$ cat src/rtl/rstseq_pkg.sv
package rstseq_pkg;

    typedef enum logic [2:0] {
        ST_HOLD  = 3'd0,
        ST_TRANS = 3'd1,
        ST_SEQ   = 3'd2,
        ST_EXT   = 3'd3,
        ST_RUN   = 3'd4
    } seq_state_e;

    typedef enum logic [1:0] {
        CAUSE_COLD = 2'd0,
        CAUSE_WARM = 2'd1,
        CAUSE_WDOG = 2'd2,
        CAUSE_SOFT = 2'd3
    } rst_cause_e;

    typedef struct packed {
        seq_state_e state;
        rst_cause_e cause;
        logic       bidir_en;
    } seq_ctl_t;

endpackage

$ cat src/rtl/rstseq_pin_sync.sv
module rstseq_pin_sync #(
    parameter int STAGES = 2
) (
    input  logic clk,
    input  logic pin_n,
    output logic pin_sync
);
    logic [STAGES-1:0] stage_d;
    logic [STAGES-1:0] stage_q;

    for (genvar i = 0; i < STAGES; i++) begin : g_stage
        if (i == 0) begin : g_first
            assign stage_d[i] = 1'b1;
        end else begin : g_next
            assign stage_d[i] = stage_q[i-1];
        end
    end

    // the low level clears the chain at once; only the release is clocked
    always_ff @(posedge clk or negedge pin_n) begin
        if (!pin_n) begin
            stage_q <= '0;
        end else begin
            stage_q <= stage_d;
        end
    end

    assign pin_sync = stage_q[STAGES-1];

endmodule

$ cat src/rtl/rstseq_seq_timer.sv
module rstseq_seq_timer #(
    parameter int CYCLES = 512
) (
    input  logic                        clk,
    input  logic                        run,
    output logic                        last,
    output logic [$clog2(CYCLES)-1:0]   count
);
    localparam int CW = $clog2(CYCLES);
    localparam logic [CW-1:0] LAST_VAL = CW'(CYCLES - 1);

    logic [CW-1:0] cnt_d;
    logic [CW-1:0] cnt_q;

    always_comb begin
        cnt_d = '0;
        if (run) begin
            cnt_d = cnt_q + 1'b1;
        end
    end

    always_ff @(posedge clk) begin
        cnt_q <= cnt_d;
    end

    assign last  = run && (cnt_q == LAST_VAL);
    assign count = cnt_q;

endmodule

$ cat src/rtl/rstseq_bus_gate.sv
module rstseq_bus_gate
    import rstseq_pkg::*;
(
    input  logic       in_trans,
    input  rst_cause_e cause,
    input  logic       int_busy,
    input  logic       bus_busy,
    input  logic       bus_uses_ready,
    input  logic       bus_ws_done,
    input  logic       bus_ready_n,
    output logic       bus_abort,
    output logic       trans_done
);
    logic abort_ok;

    always_comb begin
        // watchdog lets a cycle finish unless READY stays high after the wait states
        if (cause == CAUSE_WDOG) begin
            abort_ok = bus_uses_ready && bus_ws_done && bus_ready_n;
        end else begin
            abort_ok = 1'b1;
        end
        bus_abort  = in_trans && bus_busy && abort_ok;
        trans_done = in_trans && !int_busy && (!bus_busy || bus_abort);
    end

endmodule

$ cat src/rtl/rstseq_top.sv
module rstseq_top
    import rstseq_pkg::*;
#(
    parameter int SYNC_STAGES = 2,
    parameter int SEQ_CYCLES  = 512
) (
    input  logic       clk,
    input  logic       ext_rst_n,
    input  logic       prog_volt_hi,
    input  logic       boot_mode,
    input  logic       soft_rst_req,
    input  logic       wdog_ovf,
    input  logic       bidir_set,
    input  logic       int_busy,
    input  logic       bus_busy,
    input  logic       bus_uses_ready,
    input  logic       bus_ws_done,
    input  logic       bus_ready_n,
    output logic       core_rst,
    output logic       io_hiz,
    output logic       rst_out_n,
    output logic       rst_pin_pull,
    output logic       hold_cancel,
    output logic       bus_abort,
    output logic [1:0] rst_cause,
    output logic       bidir_en
);
    localparam int CW = $clog2(SEQ_CYCLES);

    seq_ctl_t      ctl_d;
    seq_ctl_t      ctl_q;
    logic          pin_sync;
    logic          seq_last;
    logic [CW-1:0] seq_cnt;
    logic          in_trans;
    logic          trans_done;
    logic          pin_cause;
    rst_cause_e    pin_kind;

    rstseq_pin_sync #(.STAGES(SYNC_STAGES)) u_sync (
        .clk      (clk),
        .pin_n    (ext_rst_n),
        .pin_sync (pin_sync)
    );

    rstseq_seq_timer #(.CYCLES(SEQ_CYCLES)) u_timer (
        .clk   (clk),
        .run   (ctl_q.state == ST_SEQ),
        .last  (seq_last),
        .count (seq_cnt)
    );

    assign in_trans = (ctl_q.state == ST_TRANS);

    rstseq_bus_gate u_gate (
        .in_trans       (in_trans),
        .cause          (ctl_q.cause),
        .int_busy       (int_busy),
        .bus_busy       (bus_busy),
        .bus_uses_ready (bus_uses_ready),
        .bus_ws_done    (bus_ws_done),
        .bus_ready_n    (bus_ready_n),
        .bus_abort      (bus_abort),
        .trans_done     (trans_done)
    );

    assign pin_kind = prog_volt_hi ? CAUSE_WARM : CAUSE_COLD;

    always_comb begin
        ctl_d = ctl_q;
        case (ctl_q.state)
            ST_RUN: begin
                if (!pin_sync) begin
                    ctl_d.state = ST_HOLD;
                    ctl_d.cause = pin_kind;
                end else if (wdog_ovf && !boot_mode) begin
                    ctl_d.state = ST_TRANS;
                    ctl_d.cause = CAUSE_WDOG;
                end else if (soft_rst_req) begin
                    ctl_d.state = ST_TRANS;
                    ctl_d.cause = CAUSE_SOFT;
                end else if (bidir_set) begin
                    ctl_d.bidir_en = 1'b1;
                end
            end
            ST_HOLD: begin
                if (!pin_sync) begin
                    ctl_d.cause = pin_kind;
                end else begin
                    ctl_d.state = ST_TRANS;
                end
            end
            ST_TRANS: begin
                if (!pin_sync) begin
                    ctl_d.state = ST_HOLD;
                    ctl_d.cause = pin_kind;
                end else if (trans_done) begin
                    ctl_d.state = ST_SEQ;
                end
            end
            ST_SEQ: begin
                if (seq_last) begin
                    if (pin_sync) begin
                        ctl_d.state    = ST_RUN;
                        ctl_d.bidir_en = 1'b0;
                    end else begin
                        ctl_d.state = ST_EXT;
                    end
                end
            end
            ST_EXT: begin
                if (pin_sync) begin
                    ctl_d.state    = ST_RUN;
                    ctl_d.bidir_en = 1'b0;
                end
            end
            default: begin
                ctl_d.state = ST_HOLD;
                ctl_d.cause = pin_kind;
            end
        endcase
    end

    always_ff @(posedge clk) begin
        ctl_q <= ctl_d;
    end

    assign pin_cause    = (ctl_q.cause == CAUSE_COLD) || (ctl_q.cause == CAUSE_WARM);
    assign core_rst     = !ext_rst_n
                        || (ctl_q.state == ST_HOLD)
                        || (ctl_q.state == ST_SEQ)
                        || (ctl_q.state == ST_EXT)
                        || (in_trans && pin_cause);
    assign io_hiz       = core_rst;
    assign rst_out_n    = ext_rst_n && (ctl_q.state == ST_RUN);
    assign rst_pin_pull = (ctl_q.state == ST_SEQ) && ctl_q.bidir_en && !pin_cause;
    assign hold_cancel  = in_trans;
    assign rst_cause    = ctl_q.cause;
    assign bidir_en     = ctl_q.bidir_en;


    seq_start_chk: assert property (@(posedge clk) disable iff (!ext_rst_n)
        $rose(ctl_q.state == ST_SEQ) |-> (seq_cnt == '0));


    seq_hold_chk: assert property (@(posedge clk) disable iff (!ext_rst_n)
        (ctl_q.state == ST_SEQ && !seq_last) |=> (ctl_q.state == ST_SEQ));


    seq_end_chk: assert property (@(posedge clk) disable iff (!ext_rst_n)
        (ctl_q.state == ST_SEQ && seq_last) |=> (ctl_q.state != ST_SEQ));


    trans_wait_chk: assert property (@(posedge clk) disable iff (!ext_rst_n)
        (in_trans && int_busy) |=> (ctl_q.state != ST_SEQ));


    ext_stay_chk: assert property (@(posedge clk) disable iff (!ext_rst_n)
        (ctl_q.state == ST_EXT && !pin_sync) |=> (ctl_q.state == ST_EXT));


    boot_mask_chk: assert property (@(posedge clk) disable iff (!ext_rst_n)
        (ctl_q.state == ST_RUN && pin_sync && wdog_ovf && boot_mode && !soft_rst_req)
        |=> (ctl_q.state == ST_RUN));


    bidir_clear_chk: assert property (@(posedge clk) disable iff (!ext_rst_n)
        (ctl_q.state == ST_RUN && $past(ctl_q.state) != ST_RUN) |-> !bidir_en);


    wdog_finish_chk: assert property (@(posedge clk) disable iff (!ext_rst_n)
        (hold_cancel && rst_cause == CAUSE_WDOG && !bus_uses_ready) |-> !bus_abort);


    soft_abort_chk: assert property (@(posedge clk) disable iff (!ext_rst_n)
        (hold_cancel && rst_cause == CAUSE_SOFT && bus_busy) |-> bus_abort);


    wdog_prio_chk: assert property (@(posedge clk) disable iff (!ext_rst_n)
        (ctl_q.state == ST_RUN && pin_sync && wdog_ovf && !boot_mode)
        |=> (rst_cause == CAUSE_WDOG));


    pull_span_chk: assert property (@(posedge clk) disable iff (!ext_rst_n)
        (rst_pin_pull && !seq_last) |=> rst_pin_pull);

endmodule

$ cat config.mk
export PLATFORM = sky130hd
export DESIGN_NAME = rstseq_top
export DESIGN_NICKNAME = d
export VERILOG_FILES = /design/src/rtl/rstseq_pkg.sv /design/src/rtl/rstseq_pin_sync.sv /design/src/rtl/rstseq_seq_timer.sv /design/src/rtl/rstseq_bus_gate.sv /design/src/rtl/rstseq_top.sv
export SDC_FILE = /design/constraint.sdc
export NUM_CORES = 1
export LEC_CHECK = 0
export BUFFER_PORTS_ARGS = -buffer_cell sky130_fd_sc_hd__buf_2
export CORE_MARGIN = 2
export CORE_UTILIZATION = 51
export DETAILED_ROUTE_END_ITERATION = 16
export MAX_ROUTING_LAYER = met4
export PLACE_DENSITY = 0.77
export SETUP_SLACK_MARGIN = 0.4
export SLEW_MARGIN = 20
export SYNTH_ARGS = -nofsm -noshare
export SYNTH_HDL_FRONTEND = slang
export SYNTH_SLANG_ARGS = --single-unit
$ cat constraint.sdc
create_clock -name clk -period 2.3 [get_ports clk]
set_input_delay 0.23 -clock clk [delete_from_list [all_inputs] [get_ports clk]]
set_output_delay 0.23 -clock clk [all_outputs]
set_load 0.01 [all_outputs]
# Yosys cells after proc, flatten, opt, wreduce, memory -nomap -nowiden
# Index checks and enable logic that the tools add are counted.
word_totals:
  register_bits: 17
  in_bits: 12
  output_inout_bits: 9
  word_cells: 76
op_classes:
  n_addsub: 1
  n_eq_ne: 17
  muxes: 21
  bitwise_logic: 1
  n_reduce_logical: 31
ops:
  columns: ["cell", "n"]
  rows:
  - ["$mux 3", 6]
  - ["$mux 5", 3]
  - ["$pmux 3 s5", 1]
  - ["$logic_and 1x1->1", 12]
  - ["$ne 2x2->1 const B", 5]
  - ["$add 9x1->9 const B", 1]
  - ["$eq 9x9->1 const B", 1]
  - ["$mux 1", 8]
  - ["$eq 3x2->1 const B", 2]
  - ["$logic_or 1x1->1", 6]
  - ["$ne 2x1->1 const B", 3]
  - ["$pmux 2 s3", 1]
  - ["$reduce_and 6->1", 1]
  - ["$logic_not 1->1", 5]
  - ["$reduce_and 5->1", 1]
  - ["$ne 4x4->1 const B", 1]
  - ["$reduce_or 2->1", 2]
  - ["$eq 3x1->1 const B", 1]
  - ["$eq 3x3->1 const B", 1]
  - ["$logic_not 3->1", 1]
  - ["$ne 3x3->1 const B", 1]
  - ["$pmux 1 s3", 1]
  - ["$reduce_and 3->1", 1]
  - ["$reduce_bool 3->1", 1]
  - ["5 further kinds", 5]

# Depth between registers and ports, before layout
logic_depth:
  depth_word: 9
  mapped_depth: 8
  depth_no_buf: 8

# Hierarchy
# From an unflattened synthesis, not the netlist that was laid out.
unflattened:
  cells_unflattened: 91
  hier_area_um2: 899.6
modules_own_cells:
  columns: ["mod", "instances", "cells_per_inst", "area_per_inst_um2", "seq_area_each_um2"]
  rows:
  - ["rstseq_top", 1, 44, 426.7, 180.2]
  - ["rstseq_seq_timer", 1, 38, 375.4, 180.2]
  - ["rstseq_pin_sync", 1, 3, 53.8, 50.0]
  - ["rstseq_bus_gate", 1, 6, 43.8, 0.0]

# Worst setup path after synthesis
# No wires, ideal clock.
synth_timing:
  path_kind: "reg2reg"
  from: "reg u_timer.cnt_q[0], in the netlist u_timer.count[0]"
  to: "reg ctl_q[3] (netlist bit) (enable)"
  setup_time_ns: 0.345
  arrival_time_ns: 1.541
  required_time_ns: 1.955
  path_slack_ns: 0.414
  stages_incl_launch_ff: 9
  path_buffers: 0
  synth_period_minus_slack_ns: 1.886
  path_cell_list: "dfxtp_1 ha_1 and3_1 and3_1 ha_1 nor2_1 a22oi_1 nor2_1 nor3_1"
synth_between:
  elab_chain_cells: 4
synth_rtl:
  columns: ["item", "line_no", "rtl"]
  rows:
  - ["from (decl)", "rstseq_seq_timer.sv:13", "logic [CW-1:0] cnt_q;"]
  - ["from (signal assigned)", "rstseq_seq_timer.sv:23", "cnt_q <= cnt_d;"]
  - ["$eq 9x9->1", "rstseq_seq_timer.sv:26", "assign last = run && (cnt_q == LAST_VAL);"]
  - ["$logic_and 1x1->1", "rstseq_seq_timer.sv:26", null]
  - ["$ne 2x2->1 (no line)", null, null]
  - ["$reduce_and 5->1 (no line)", null, null]
  - ["to (signal assigned)", "rstseq_top.sv:125", "ctl_q <= ctl_d;"]
  - ["to (decl)", "rstseq_top.sv:31", "seq_ctl_t ctl_q;"]
# No other way between the ends.
# A chain may end at the register's enable or synchronous reset.

# Worst setup path in the final report
# Same ends and word-level chain as after synthesis.

==> reports/summary.txt <==
share of cells above drive strength 1 = 0.474
H-tree depth = 1
crit-path max FO = 3
Final GP Congestion = 0.758
period utilization = 0.831
Die X = 45.4 um
area grow syn2layout = 26.4%
Skew-Pair Late Insertion Delay = 0.30 ns
worst path cell trace = ha_4 > and3_4 > and3_4 > ha_4 > nor2_2 > a22oi_1 > nor2_1 > nor3_2
Max Cap Viol = 0
post-DP HPWL = 1.02 mm
startpoint class of the critical path = flop
Seq/Total Area, Yosys = 0.471
min Tclk post-route = 1.91 ns
Overall Global Routing Usage = 0.166
Final Hold Viols = 0
final-report setup violation count = 0
CP Capture Type = flop
setup TNS = 0 ns
largest net degree at the start of global routing = 11
RSZ-0062 raised after global routing = true
Post-Syn Instances = 85
Initial DRT Pass Iterations = 4
port bufs = 20
pwr/cell area = 945 mW/mm2
Initial Util = 0.559
Reg clk slew, reported paths = 0.10 ns
reg-to-reg critical path startpoint = u_timer.count[0]
drt initial violations = 12
Root Driver = clkbuf_4
Nets = 129
DIE AREA = 0.00206 mm2
crit path kind = reg2reg
GR Overflow Total = 0
first-pass GRT wire length = 2.32 mm
wire per inst = 13.0 um
# fillers = 108
Mapped Avg Cell Area = 10.3 um2
CTS tree = done
CP Data Required Time = 2.29 ns
Fmax = 523 MHz
fin. max-slew vios = 0
vias post-DR = 697
CTS Buf Count = 3
Syn Nets = 99
fin cells = 130
core footprint = 0.00156 mm2
final WL = 1.69 mm
initial antenna violation count = 0
CP startpoint = u_timer.count[0]
placed cells = 115
Hold Path Class = in2async
Ports = 21
synth warn = 0
CP arrival = 1.90 ns
Via density = 5.36
Rows = 14
#FFs+latches synth = 17
CP peak stage delay = 0.37 ns
status = completed
skew final = 0.00313 ns
post-synth cell types = 34
clock sink count = 17
peak supply drop = 0.000613 V
final antenna diode count = 0
final routed DRC violation total = 0
vias in the first global route = 559
Post-DRT Antenna Nets = 0
synthesized area = 872 um2
Die Y = 45.4 um
cell with the largest stage delay on the worst path = dfxtp_2
leakage power = 0.000475 uW
clk buf depth = 2
cell families (layout without fill, tap and decap cells):
group | Yosys count | in the layout | share of synthesized area
simple gates | 40 | 40 | 0.275
flops | 17 | 17 | 0.471
compound gates | 11 | 11 | 0.0818
xor+xnor | 7 | 7 | 0.0703
buf+inv | 7 | 36 | 0.0689
fa+ha+maj | 2 | 2 | 0.0287
other cells | 1 | 1 | 0.00430
through the flow:
| step | total power [uW] | hold WS, ns | setup slack (ns) | util | area (um2) |
|---|---|---|---|---|---|
| 4_1_cts | 974 | 0.245 | 0.405 | 0.654 | 1020 |
| 3_5_place_dp | 794 | 0.0260 | 0.205 | 0.600 | 936 |
| 5_1_grt | 1100 | 0.240 | 0.311 | 0.707 | 1100 |
| 3_3_place_gp | 789 | 0.0235 | 0.323 | 0.600 | 936 |
| 2_1_floorplan | 767 | -0.0656 | 0.414 | - | 872 |
| 6_report | 1040 | 0.240 | 0.388 | 0.707 | 1100 |
worst paths after layout:
path	slack, ns	endpoint	cells past startpoint
worst max-delay path	0.39	ctl_q[3]	8
worst min-delay path	0.24	u_sync.stage_q[0]	2
worst max register to register	0.39	ctl_q[3]	8
worst min register to register	0.36	u_sync.stage_q[1]	0
max in group asynchronous	1.96	u_sync.stage_q[1]	2
min in group clk	0.25	bidir_en	2
report_power, final:
part / internal [uW] / switching [uW]
Sequential: 395 / 91.1
Clock: 64.8 / 97.8
Combinational: 204 / 189
state kept, by name, summed over array words and instances, names as in the netlist:
signal	cells
u_timer.count	9
ctl_q	3
rst_cause	2
u_sync.stage_q	2
bidir_en	1
critical path: cells and delay by family (launching register included):
family / cells / cell delay, ns
adder cells (fa/ha/maj): 2 / 0.27
AND/OR/NAND/NOR: 5 / 0.77
flip-flops: 1 / 0.37
AO/OA/AOI/OAI: 1 / 0.20
cell usage in the layout, fill, tap and decap left out, types with 3 or more instances in the layout:
| master | instances |
|---|---|
| dfxtp_1 | 4 |
| nor2_1 | 13 |
| and3_4 | 4 |
| buf_4 | 10 |
| nand3_1 | 5 |
| buf_2 | 20 |
| xnor2_1 | 3 |
| dfxtp_2 | 5 |
| xor2_1 | 4 |
| clkbuf_4 | 3 |
| edfxtp_1 | 6 |
Yosys cell counts:
master | instances | area share
buf_6 | 3 | 0.039
a21o_1 | 1 | 0.0086
dfrtp_1 | 2 | 0.057
xor2_1 | 4 | 0.040
or2_1 | 1 | 0.0072
inv_1 | 1 | 0.0043
o21ai_0 | 2 | 0.011
nor3b_2 | 2 | 0.029
a211oi_1 | 1 | 0.0086
a22oi_1 | 1 | 0.0086
and2_1 | 2 | 0.014
conb_1 | 1 | 0.0043
and3b_2 | 1 | 0.011
o41ai_1 | 1 | 0.010
edfxtp_1 | 6 | 0.21
a31oi_1 | 1 | 0.0072
dfxtp_1 | 9 | 0.21
xnor2_1 | 3 | 0.030
nand2_1 | 2 | 0.0086
nand3_1 | 5 | 0.029
a21oi_1 | 2 | 0.011
nand2b_4 | 1 | 0.016
buf_4 | 3 | 0.026
nor3_1 | 1 | 0.0057
o21ai_1 | 1 | 0.0057
and2b_2 | 1 | 0.010
o2bb2ai_1 | 1 | 0.010
nor2_1 | 14 | 0.060
and3_4 | 1 | 0.013
ha_1 | 2 | 0.029
nor2b_1 | 2 | 0.014
and3_1 | 5 | 0.036
nor2_4 | 1 | 0.013
and3_2 | 1 | 0.0086
layer usage:
| metal | up-vias | routed length, um | global-route usage |
|---|---|---|---|
| met3 | 4 | 105 | 0.0240 |
| met2 | 25 | 777 | 0.229 |
| met1 | 318 | 783 | 0.228 |
| li1 | 350 | - | - |
| met5 | - | 0 | - |
| met4 | 0 | 22 | 0.106 |
repair_timing:
action / CTS / global route
setup buffers: 3 / 7
hold buffers: 1 / 0
endpoints found under the hold margin: 2 / 0
pin swaps: 1 / 5
setup endpoints to repair: 3 / 5
gates resized for setup: 9 / 5
final cells by class:
| type | instances | area, um2 | area share |
|---|---|---|---|
| Clock buffer | 3 | 22.5 | 0.0204 |
| Clock inverter | 1 | 5.00 | 0.00454 |
| Inverter | 1 | 3.75 | 0.00341 |
| Multi-Input combinational cell | 61 | 449 | 0.407 |
| Sequential cell | 17 | 417 | 0.378 |
| Tap cell | 16 | 20.0 | 0.0182 |
| Timing Repair Buffer | 31 | 185 | 0.168 |
Note: power is estimated with default switching activity, not from simulation.
